===== src/rtl/lockmon_pkg.sv =====
package lockmon_pkg;

    typedef enum logic {
        ST_LOCKED = 1'b0,
        ST_OUT    = 1'b1
    } lock_st_e;

endpackage


===== src/rtl/lockmon_width.sv =====
// Consecutive-high run counter for one phase-error strobe; saturates at the threshold.
module lockmon_width #(
    parameter int THRESH_CYC = 20
) (
    input  logic clk,
    input  logic rst_n,
    input  logic pulse_i,
    output logic over_o
);
    localparam int CW = $clog2(THRESH_CYC + 1);
    localparam logic [CW-1:0] LIMIT = CW'(THRESH_CYC);

    logic [CW-1:0] run_q;

    always_ff @(posedge clk or negedge rst_n) begin
        if (!rst_n) begin
            run_q <= '0;
        end else if (!pulse_i) begin
            run_q <= '0;
        end else if (run_q != LIMIT) begin
            run_q <= run_q + 1'b1;
        end
    end

    // current sample is high and THRESH_CYC earlier samples were high
    assign over_o = pulse_i && (run_q == LIMIT);
endmodule


===== src/rtl/lockmon_fsm.sv =====
module lockmon_fsm
    import lockmon_pkg::*;
#(
    parameter int REL_CYC = 6,
    localparam int RCW = $clog2(REL_CYC + 1)
) (
    input  logic           clk,
    input  logic           rst_n,
    input  logic           wide_i,
    input  logic           ref_tick_i,
    output logic           ool_o,
    output logic [RCW-1:0] clean_cnt_o
);
    localparam logic [RCW-1:0] LAST = RCW'(REL_CYC - 1);

    lock_st_e       state_q, state_d;
    logic [RCW-1:0] cnt_q, cnt_d;
    logic           bad_q, bad_d;

    // state register
    always_ff @(posedge clk or negedge rst_n) begin
        if (!rst_n) begin
            state_q <= ST_OUT;
            cnt_q   <= '0;
            bad_q   <= 1'b1;   // partial first period never counts
        end else begin
            state_q <= state_d;
            cnt_q   <= cnt_d;
            bad_q   <= bad_d;
        end
    end

    // next state
    always_comb begin
        state_d = state_q;
        cnt_d   = cnt_q;
        bad_d   = ref_tick_i ? wide_i : (bad_q | wide_i);
        unique case (state_q)
            ST_LOCKED: begin
                if (wide_i) begin              // T_SET
                    state_d = ST_OUT;
                    cnt_d   = '0;
                end
            end
            ST_OUT: begin
                if (wide_i) begin              // T_SET
                    cnt_d = '0;
                end else if (ref_tick_i) begin
                    if (bad_q) begin           // T_RESTART
                        cnt_d = '0;
                    end else if (cnt_q == LAST) begin  // T_RELEASE
                        state_d = ST_LOCKED;
                        cnt_d   = '0;
                    end else begin
                        cnt_d = cnt_q + 1'b1;
                    end
                end
            end
            default: begin
                state_d = ST_OUT;
                cnt_d   = '0;
            end
        endcase
    end

    // outputs
    always_comb begin
        unique case (state_q)
            ST_LOCKED: ool_o = 1'b0;
            ST_OUT:    ool_o = 1'b1;
            default:   ool_o = 1'b1;
        endcase
    end

    assign clean_cnt_o = cnt_q;
endmodule


===== src/rtl/pll_lock_mon.sv =====
module pll_lock_mon #(
    parameter int THRESH_CYC = 20,
    parameter int REL_CYC    = 6
) (
    input  logic clk,
    input  logic rst_n,
    input  logic up_i,
    input  logic dn_i,
    input  logic ref_tick,
    output logic lock_fail_n,
    output logic ool_status
);
    localparam int RCW = $clog2(REL_CYC + 1);

    logic [1:0]     strobe;
    logic [1:0]     over;
    logic           wide_any;
    logic           ool;
    logic [RCW-1:0] clean_cnt;

    assign strobe = {dn_i, up_i};

    for (genvar g = 0; g < 2; g++) begin : g_meter
        lockmon_width #(.THRESH_CYC(THRESH_CYC)) u_width (
            .clk     (clk),
            .rst_n   (rst_n),
            .pulse_i (strobe[g]),
            .over_o  (over[g])
        );
    end

    assign wide_any = |over;

    lockmon_fsm #(.REL_CYC(REL_CYC)) u_fsm (
        .clk         (clk),
        .rst_n       (rst_n),
        .wide_i      (wide_any),
        .ref_tick_i  (ref_tick),
        .ool_o       (ool),
        .clean_cnt_o (clean_cnt)
    );

    assign lock_fail_n = ~ool;
    assign ool_status  = ool;
endmodule


===== config.mk =====
export PLATFORM = sky130hd
export DESIGN_NAME = pll_lock_mon
export DESIGN_NICKNAME = d
export VERILOG_FILES = /design/src/rtl/lockmon_pkg.sv /design/src/rtl/lockmon_width.sv /design/src/rtl/lockmon_fsm.sv /design/src/rtl/pll_lock_mon.sv
export SDC_FILE = /design/constraint.sdc
export NUM_CORES = 1
export LEC_CHECK = 0
export BUFFER_PORTS_ARGS = -buffer_cell sky130_fd_sc_hd__buf_4
export CELL_PAD_IN_SITES_DETAIL_PLACEMENT = 2
export CELL_PAD_IN_SITES_GLOBAL_PLACEMENT = 2
export CORE_MARGIN = 1
export CORE_UTILIZATION = 39
export CTS_CLUSTER_DIAMETER = 80
export CTS_CLUSTER_SIZE = 8
export DETAILED_ROUTE_END_ITERATION = 8
export HOLD_SLACK_MARGIN = 0.08
export PLACE_DENSITY = 0.83
export SYNTH_ARGS = -nofsm -noshare
export SYNTH_HDL_FRONTEND = slang
export SYNTH_SLANG_ARGS = --single-unit
export TNS_END_PERCENT = 100

===== constraint.sdc =====
create_clock -name clk -period 2.3 [get_ports clk]
set_input_delay 0.23 -clock clk [delete_from_list [all_inputs] [get_ports clk]]
set_output_delay 0.23 -clock clk [all_outputs]
set_load 0.02 [all_outputs]

# Word-level counts from Yosys, hierarchy flattened
# Index checks and enable logic that the tools add are counted.
[op_classes]
eq_ne = 9
reduce_logical = 4
addsub = 3
muxes = 18
n_bitwise = 3
[ops]
columns = ["cell", "n"]
rows = [
  ["two-way mux 5 bit", 4],
  ["two-way mux 3 bit", 5],
  ["adder 5 x 1 -> 5 bit (second input constant)", 2],
  ["== test 5 bit (second input constant)", 2],
  ["!= test 5 bit (second input constant)", 2],
  ["two-way mux 1 bit", 6],
  ["!= test 2 x 1 -> 1 bit (second input constant)", 3],
  ["case mux 3 bit (2 select lines)", 1],
  ["case mux 1 bit (2 select lines)", 2],
  ["adder 3 x 1 -> 3 bit (second input constant)", 1],
  ["== test 3 bit (second input constant)", 1],
  ["!= test 3 x 2 -> 1 bit (second input constant)", 1],
  ["logical AND 1 bit", 2],
  ["inverter 1 bit", 2],
  ["AND reduction 2 bit", 1],
  ["OR reduction 2 bit", 1],
  ["bitwise OR 1 bit", 1],
]
[totals]
out_inout_bits = 2
wordCells = 42
inputBits = 5
register_bits = 15

# Depth between registers and ports, before layout
# Gate-level depths: netlist of the first run.
[logic_depth]
word_depth = 6
depth_mapped = 5
mapped_depth_nobuf = 5

# Modules after synthesis
# From an unflattened synthesis of the first run, not the netlist that was laid out.
[hier_totals]
hier_cells = 83
area_unflattened_um2 = 857.1
[modules_own_cells]
columns = ["module", "seq_area_each_um2", "cells_per_inst", "instances", "area_per_inst_um2"]
rows = [
  ["lockmon_width at g_meter[1].u_width", 125.1, 29, 1, 309.0],
  ["lockmon_width at g_meter[0].u_width", 125.1, 28, 1, 305.3],
  ["lockmon_fsm", 127.6, 24, 1, 232.7],
  ["pll_lock_mon", 0.0, 2, 1, 10.0],
]

# Least setup slack after synthesis of the first run
# No wires, ideal clock.
[synth_path]
kind = "reg2reg"
from = "register g_meter[1].u_width.run_q[0]"
to = "register u_fsm.cnt_q[0] (netlist: u_fsm.clean_cnt_o[0])"
path_slack_ns = 1.062
path_stages_with_launch = 6
arrival_ns = 1.110
setup_time_ns = 0.127
synth_period_minus_slack_ns = 1.238
path_buffers = 0
required_time_ns = 2.173
cell_sequence = "dfrtp_1 inv_1 ha_1 nand4b_1 o22ai_2 nor2_1"
[synth_between]
elab_chain_cells = 5
[synth_lines]
columns = ["element", "line_no", "source"]
rows = [
  ["start, declared", "lockmon_width.sv:13", "logic [CW-1:0] run_q;"],
  ["start signal, assigned", "lockmon_width.sv:21", "run_q <= run_q + 1'b1;"],
  ["== test 5 bit *", "lockmon_width.sv:26", "assign over_o = pulse_i && (run_q == LIMIT);"],
  ["logical AND 1 bit *", "lockmon_width.sv:26", ""],
  ["OR reduction 2 bit *", "pll_lock_mon.sv:32", "assign wide_any = |over;"],
  ["two-way mux 3 bit, or another cell as far along", "lockmon_fsm.sv:46", "if (wide_i) begin"],
  ["case mux 3 bit (2 select lines) or AND reduction 2 bit (tied branches)", "-", ""],
  ["end signal, assigned", "lockmon_fsm.sv:28", "cnt_q <= cnt_d;"],
  ["end, declared", "lockmon_fsm.sv:17", "logic [RCW-1:0] cnt_q, cnt_d;"],
]
# Every way passes the cells marked *; elsewhere a longest branch is shown, timed or not.
# A chain may end at the register's enable or synchronous reset.

# Final worst setup path of the first run
[layout_path]
from = "register g_meter[1].u_width.run_q[1]"
to = "register u_fsm.cnt_q[2] (netlist: u_fsm.clean_cnt_o[2])"
# Same word-level chain as after synthesis.

==> results of run 1 <==
per-stage QoR:
step	setup slack [ns]	hold slack [ns]	cell area, µm²	power [mW]	util, %
CTS	0.657	0.179	862	0.702	48.9
finish	0.707	0.189	862	0.687	48.9
global placement	0.863	0.0968	826	0.523	46.8
detailed placement	0.791	0.0970	826	0.540	46.8
floorplan	1.06	-0.0656	749	0.465	-
global route	0.601	0.191	862	0.741	48.9
registers in the layout, summed over array words and instances (netlist names):
register / cells
u_fsm.bad_q: 1
u_fsm.clean_cnt_o: 3
u_fsm.state_q: 1
g_meter.u_width.run_q: 10
worst max-delay path by stage:
stage	end	depth (start not counted)	start	slack, ns
after floorplan	u_fsm.clean_cnt_o[0]	5	g_meter[1].u_width.run_q[0]	1.06
after global placement	u_fsm.clean_cnt_o[0]	5	g_meter[1].u_width.run_q[0]	0.86
after detailed placement	u_fsm.clean_cnt_o[2]	5	g_meter[1].u_width.run_q[1]	0.79
after CTS	u_fsm.clean_cnt_o[2]	5	g_meter[1].u_width.run_q[1]	0.66
after global routing	u_fsm.clean_cnt_o[2]	5	g_meter[1].u_width.run_q[1]	0.60
final	u_fsm.clean_cnt_o[2]	5	g_meter[1].u_width.run_q[1]	0.71
critical path: stages, from the launching register on:
cell and delay [ns]:
dfrtp_1 0.43, inv_1 0.08, ha_1 0.16, nand4b_1 0.33, o22ai_2 0.36, a21oi_1 0.10
area by class of cell:
| class | count | area (µm²) | share of cell area (%) |
|---|---|---|---|
| Sequential cell | 15 | 378 | 43.8 |
| Inverter | 8 | 30.0 | 3.48 |
| Timing Repair Buffer | 7 | 55.1 | 6.39 |
| Multi-Input combinational cell | 47 | 342 | 39.6 |
| Tap cell | 25 | 31.3 | 3.63 |
| Clock buffer | 4 | 26.3 | 3.05 |
layer usage:
layer / up-vias / track usage, %
li1: 262 / -
met1: 273 / 29.5
met2: 6 / 29.7
met3: 4 / 4.76
met4: 0 / 10.6
met5: - / 0
logic make-up (layout without fill, tap and decap cells):
logic type	Yosys count	in the layout	share of synthesized area, %
buffers and inverters	8	19	4.01
multiplexers	3	3	4.01
AO/OA/AOI/OAI	10	10	9.18
flip-flops	15	15	50.4
AND/OR/NAND/NOR	24	24	18.7
XOR/XNOR	6	6	7.01
adder cells (fa/ha/maj)	4	4	6.68
Yosys cell counts, drive strengths merged:
master / count
a21o: 1
a21oi: 2
a31oi: 2
and3: 2
dfrtp: 13
dfstp: 2
ha: 4
inv: 8
mux2i: 3
nand2: 3
nand2b: 1
nand3: 4
nand4: 1
nand4b: 3
nor2: 8
nor3b: 1
o211ai: 1
o21ai: 3
o22ai: 1
or3b: 1
xnor2: 4
xor2: 2
power by group through the flow:
stage / Clock (mW) / Sequential, mW / Combinational [mW]
detailed placement: 0 / 0.368 / 0.171
floorplan: 0 / 0.364 / 0.101
CTS: 0.165 / 0.363 / 0.175
global route: 0.178 / 0.371 / 0.193
finish: 0.156 / 0.361 / 0.171
global placement: 0 / 0.361 / 0.161
==> summary.md, run 1 <==
| Metric | Value |
|---|---|
| Initial Util | approximately 42% |
| Width of the die | 45.8 µm |
| Avg Cell Area, Syn | 10.7 µm² |
| Hold Path End | g_meter[0].u_width.run_q[3] |
| Share of cells above drive strength 1 | between 10% and 20% |
| Max Slew Vio Count | 0 |
| Seq pwr share | 52.5% |
| Area growth syn-to-layout | 15.0% |
| Area leader, netlist | dfrtp_1 |
| Largest cells by area after synthesis | dfrtp_1 (43%), dfstp_2 (7.0%), ha_1 (6.7%) |
| Post-CTS sizing | 0 |
| CTS HTree Levels | 1 |
| CP required | around 2.5 ns |
| Top Ports | 7 |
| Hold crit path type | input pin to flip-flop |
| CTS buffer count | 3 |
| Relative slew margins | between 70% and 80% |
| Most common cell after layout, fill and taps aside | dfrtp_1 |
| Reg2Reg Depth | 5 |
| Unrepaired setup endpoints after global routing | no |
| Unique masters post-synth | 24 |
| Gr ovfl total | 0 |
| Crit Path Class | flip-flop to flip-flop |
| Maxcap violations | 0 |
| Min Tclk post-route | around 1.6 ns |
| Switch share | between 30% and 40% |
| Clock Pin Slew Worst Setup and Hold Paths | roughly 0.090 ns |
| Final hold viol count | 0 |
| Starting DRT DRC Count | 2 |
| Synthesized netlist cell count | 70 |
| Fin nets | 91 |
| Int Pwr | approximately 460 µW |
| Dpl cells | 101 |
| Die area | approximately 2100 µm² |
| DRT Pass-1 Iters | 2 |
| WL met2 | 816 µm |
| Ant. Diodes | 0 |
| Status | complete, no violations |
| Worst-path maximum fanout | 5 |
| Post-CTS Setup Repair Bufs | 0 |
| Port bufs | 6 |
| Hold-fix buffers, CTS | 1 |
| Post-route clock skew | about 0.0043 ns |
| GP Congestion | roughly 0.8 |
| GRT Total Usage | 20.9% |
| Hold path depth | 2 |
| CTS tree | yes |
| Most frequent cells in the layout | dfrtp_1 (13), inv_1 (8), nor2_1 (8) |
| Syn. warnings | 0 |
| Mapped Nets | between 70 and 80 |
| Internal reg-to-reg setup slack | between 0.7 and 0.8 ns |
| Initial antenna violation count | 0 |
| Setup crit start kind | flip-flop |
| Vert. Die Dim | between 40 and 50 µm |
| Vias in the first global route | about 550 |
| Pwr Density | between 700 and 800 nW/µm² |
| Final critical-path share of the clock period | 69.3% |
| Via density | approximately 5.1 |
| DRT met1 WL | about 830 µm |
| Met3 WL | 31 µm |
| Arrival time worst endpoint | roughly 1.8 ns |
| Rows | 15 |
| Total Wirelength | 1710 µm |
| Clock power share | 22.7% |
| Clk buf depth | 2 |
| First-pass GRT wire length | about 2900 µm |
| Pleak | 0.434 nW |
| # setup viols final | 0 |
| # DRC | 0 |
| Clk_lat worst skew | 0.29 ns |
| Core ar. | 1760 µm² |
| Final Non-Filler Cells | 106 |
| Wire length per cell | around 16 µm |
| Worst R2R Start | g_meter[1].u_width.run_q[1] |
| Sink Count | 15 |
| Synth top area share | 43.4% |
| Top sig layer | met4 |
| Slew @ Worst Pin | roughly 0.37 ns |
| Clock root cell | clkbuf_4 |
| Largest net degree at the start of global routing | 16 |
| Setup TNS | 0 ns |
| Peak supply drop | ~0.00038 V |
| Via count of the routed design | 545 |
| Peak Freq | 628 MHz |
| # fillers | around 200 |
| Logic pwr share | 24.8% |
| Hold Crit Start | up_i |
| Sequential share of the synthesized area | roughly half |
| Reg-to-Reg End | u_fsm.clean_cnt_o[2] |
| Crit. End Element | flip-flop |
| Psw | between 200 and 250 µW |
| Mapped cell area | around 750 µm² |
| Post-detail-place hpwl | 1300 µm |
| DRT antenna net count | 0 |
| Synth Register Bits | 15 |
No activity file was read; power rests on OpenSTA's default activity.
==> run 2: changes to the inputs <==
--- a/config.mk
+++ b/config.mk
@@ -9,12 +9,12 @@
 export CELL_PAD_IN_SITES_DETAIL_PLACEMENT = 2
 export CELL_PAD_IN_SITES_GLOBAL_PLACEMENT = 2
 export CORE_MARGIN = 1
-export CORE_UTILIZATION = 39
+export CORE_UTILIZATION = 33
 export CTS_CLUSTER_DIAMETER = 80
 export CTS_CLUSTER_SIZE = 8
 export DETAILED_ROUTE_END_ITERATION = 8
 export HOLD_SLACK_MARGIN = 0.08
-export PLACE_DENSITY = 0.83
+export PLACE_DENSITY = 0.76
 export SYNTH_ARGS = -nofsm -noshare
 export SYNTH_HDL_FRONTEND = slang
 export SYNTH_SLANG_ARGS = --single-unit
==> constraint.sdc (replaced) <==
create_clock -name clk -period 1.4 [get_ports clk]
set_input_delay 0.14 -clock clk [delete_from_list [all_inputs] [get_ports clk]]
set_output_delay 0.14 -clock clk [all_outputs]
set_load 0.02 [all_outputs]
==> run 2 against run 1 <==
  * Combinational power is 74% higher
  * Non-clock buffer count is 5 higher
  * Design area increased by 6.5%
  * Die area up 17%
  * Sequential share of layout area decreased by 2.7 points
  * Routed wire length is 1.3% higher
  * Flip-flop and latch count unchanged
  * Hold slack got worse by 0.076 ns
  * Clock-buffer cell count stayed put
  * Largest power group unchanged
  * Highest routed layer is now met3
==> summary.md, run 2 (synthesis gave the netlist of run 1 again) <==
| Metric | Value |
|---|---|
| Pleak | 0.463 nW (was 0.434 nW) |
| Arrival time worst endpoint | 1.46 ns (was 1.75 ns) |
| Post-route clock skew | 0.00175 ns (was 0.00435 ns) |
| Placed Area | 858 µm² (was 826 µm²) |
| # fillers | 237 (was 201) |
| Share of cells above drive strength 1 | 23.3% (was 18.5%) |
| Initial Util | 36.7% (was 42.5%) |
| Switch share | 32.7% (was 33.0%) |
| Vert. Die Dim | 49.7 µm (was 45.8 µm) |
| Clock power share | 21.7% (was 22.7%) |
| CTS tree | yes (unchanged) |
| Seq pwr share | 52.2% (was 52.5%) |
| Crit path launch | g_meter[0].u_width.run_q[0] (was g_meter[1].u_width.run_q[1]) |
| GP Congestion | 0.738 (was 0.807) |
| Clk_lat worst skew | 0.28 ns (was 0.29 ns) |
| Maxcap violations | 0 (unchanged) |
| Die area | 2470 µm² (was 2100 µm²) |
| Clock Pin Slew Worst Setup and Hold Paths | 0.09 ns (about the same) |
| Final hold viol count | 0 (unchanged) |
| DRT Pass-1 Iters | 4 (was 2) |
| Wire length per cell | 15.3 µm (was 16.1 µm) |
| Sink Count | 15 (unchanged) |
| GRT Total Usage | 17.2% (was 20.9%) |
| Ant. Diodes | 0 (unchanged) |
| Crit. End Element | flip-flop (unchanged) |
| Reg2Reg Depth | 6 (was 5) |
| Most common cell after layout, fill and taps aside | dfrtp_1 (unchanged) |
| Min Tclk post-route | 1.29 ns (was 1.59 ns) |
| Hold crit path type | input pin to flip-flop (unchanged) |
| CP required | 1.57 ns (was 2.46 ns) |
| Peak Freq | 773 MHz (was 628 MHz) |
| Port bufs | 6 (unchanged) |
| Peak supply drop | 0.000535 V (was 0.000384 V) |
| Clock root cell | clkbuf_4 (unchanged) |
| Unrepaired setup endpoints after global routing | no (unchanged) |
| Largest net degree at the start of global routing | 16 (unchanged) |
| CTS HTree Levels | 1 (unchanged) |
| Vias in the first global route | 643 (was 553) |
| Worst R2R Start | g_meter[0].u_width.run_q[0] (was g_meter[1].u_width.run_q[1]) |
| Width of the die | 49.7 µm (was 45.8 µm) |
| Max Slew Vio Count | 0 (unchanged) |
| Final Instance Area | 918 µm² (was 862 µm²) |
| Top Ports | 7 (unchanged) |
| # setup viols final | 0 (unchanged) |
| Final critical-path share of the clock period | 92.4% (was 69.3%) |
| Via density | 4.96 (was 5.14) |
| Initial antenna violation count | 0 (unchanged) |
| Number of flip-flops under the largest register name | 10 (unchanged) |
| Logic pwr share | 26.1% (was 24.8%) |
| Total Wirelength | 1730 µm (was 1710 µm) |
| Fin nets | 96 (was 91) |
| Int Pwr | 765 µW (was 460 µW) |
| CTS buffer count | 3 (unchanged) |
| Dpl cells | 107 (was 101) |
| DRT antenna net count | 0 (unchanged) |
| Status | complete, no violations (unchanged) |
| Hold path depth | 2 (unchanged) |
| Worst-path maximum fanout | 4 (was 5) |
| Rows | 16 (was 15) |
| # DRC | 0 (unchanged) |
| Hold Crit Start | dn_i (was up_i) |
| Relative slew margins | 83.6% (was 75.0%) |
| First-pass GRT wire length | 3020 µm (was 2920 µm) |
| Gr ovfl total | 0 (unchanged) |
| Crit Path Class | flip-flop to flip-flop (unchanged) |
| Slew @ Worst Pin | 0.245 ns (was 0.372 ns) |
| Setup crit start kind | flip-flop (unchanged) |
| Final Power | 1.14 mW (was 687 µW) |
| Core ar. | 2040 µm² (was 1760 µm²) |
| Psw | 371 µW (was 227 µW) |
| Starting DRT DRC Count | 2 (unchanged) |
| Reg with most FFs | g_meter.u_width.run_q (unchanged) |
| Pwr Density | 1240 nW/µm² (was 797 nW/µm²) |
| Clk buf depth | 2 (unchanged) |
| Post-layout util | 45.0% (was 48.9%) |
| Final Non-Filler Cells | 113 (was 106) |
| Most frequent cells in the layout | dfrtp_1 (13), buf_4 (11), inv_1 (8), nor2_1 (8) (was dfrtp_1 (13), inv_1 (8), nor2_1 (8)) |
| Via count of the routed design | 561 (was 545) |
| Post-detail-place hpwl | 1310 µm (was 1300 µm) |
| Area growth syn-to-layout | 22.5% (was 15.0%) |
## run 2: repair_timing
action / CTS / global route
setup buffers: 1 / 0
resized for setup: 1 / 1
hold buffers: 1 / 0
endpoints found under the hold margin: 15 / 0
endpoints found under the setup margin: 4 / 2
## run 2: power by group through the flow
stage | clock network [mW] | registers (mW) | logic [mW]
6_report | 0.246 | 0.593 | 0.297
3_3_place_gp | 0 | 0.597 | 0.279
3_5_place_dp | 0 | 0.601 | 0.292
2_1_floorplan | 0 | 0.599 | 0.166
4_1_cts | 0.264 | 0.592 | 0.302
5_1_grt | 0.286 | 0.606 | 0.329
## run 2: cell type report
class                   instances  area, µm²  area share [%]
repair buffers                 12       92.6            10.1
well taps                      27       33.8            3.68
clock buffers                   4       26.3            2.86
inverters                       8       30.0            3.27
multi-input cells              47        358            39.0
flip-flops and latches         15        378            41.1
## run 2: per-stage QoR
stage	TNS [ns]	setup WS, ns	hold WS (ns)
final	0	0.107	0.113
after global routing	0	0.0192	0.0969
after CTS	0	0.0653	0.0944
after detailed placement	-0.00276	-0.00276	0.0113
after global placement	0	0.0935	0.00596
after floorplan	0	0.162	-0.156
## run 2: worst max-delay path, stage by stage, from the launching register on
cell      delay [ns]
dfrtp_1         0.40
inv_1           0.06
ha_1            0.19
nand4b_4        0.15
buf_4           0.18
mux2i_1         0.14
nor2_1          0.06
## run 2: final timing paths
| kind | end | slack, ns |
|---|---|---|
| setup / recovery | g_meter[0].u_width.run_q[1] | 0.11 |
| hold / removal | g_meter[1].u_width.run_q[3] | 0.11 |
| setup reg to reg | g_meter[0].u_width.run_q[1] | 0.11 |
| hold reg to reg | u_fsm.bad_q | 0.55 |
| max in group asynchronous | u_fsm.bad_q | 0.89 |
| min in group asynchronous | g_meter[0].u_width.run_q[3] | 0.26 |
## run 2: metal layers
layer | vias up | share of wire (%) | global-route usage [%]
met2 | 5 | 53 | 30.2
met4 | 0 | 0 | 7.14
li1 | 274 | - | -
met1 | 282 | 44 | 20.1
met3 | 0 | 2.2 | 3.70
met5 | - | 0 | 0
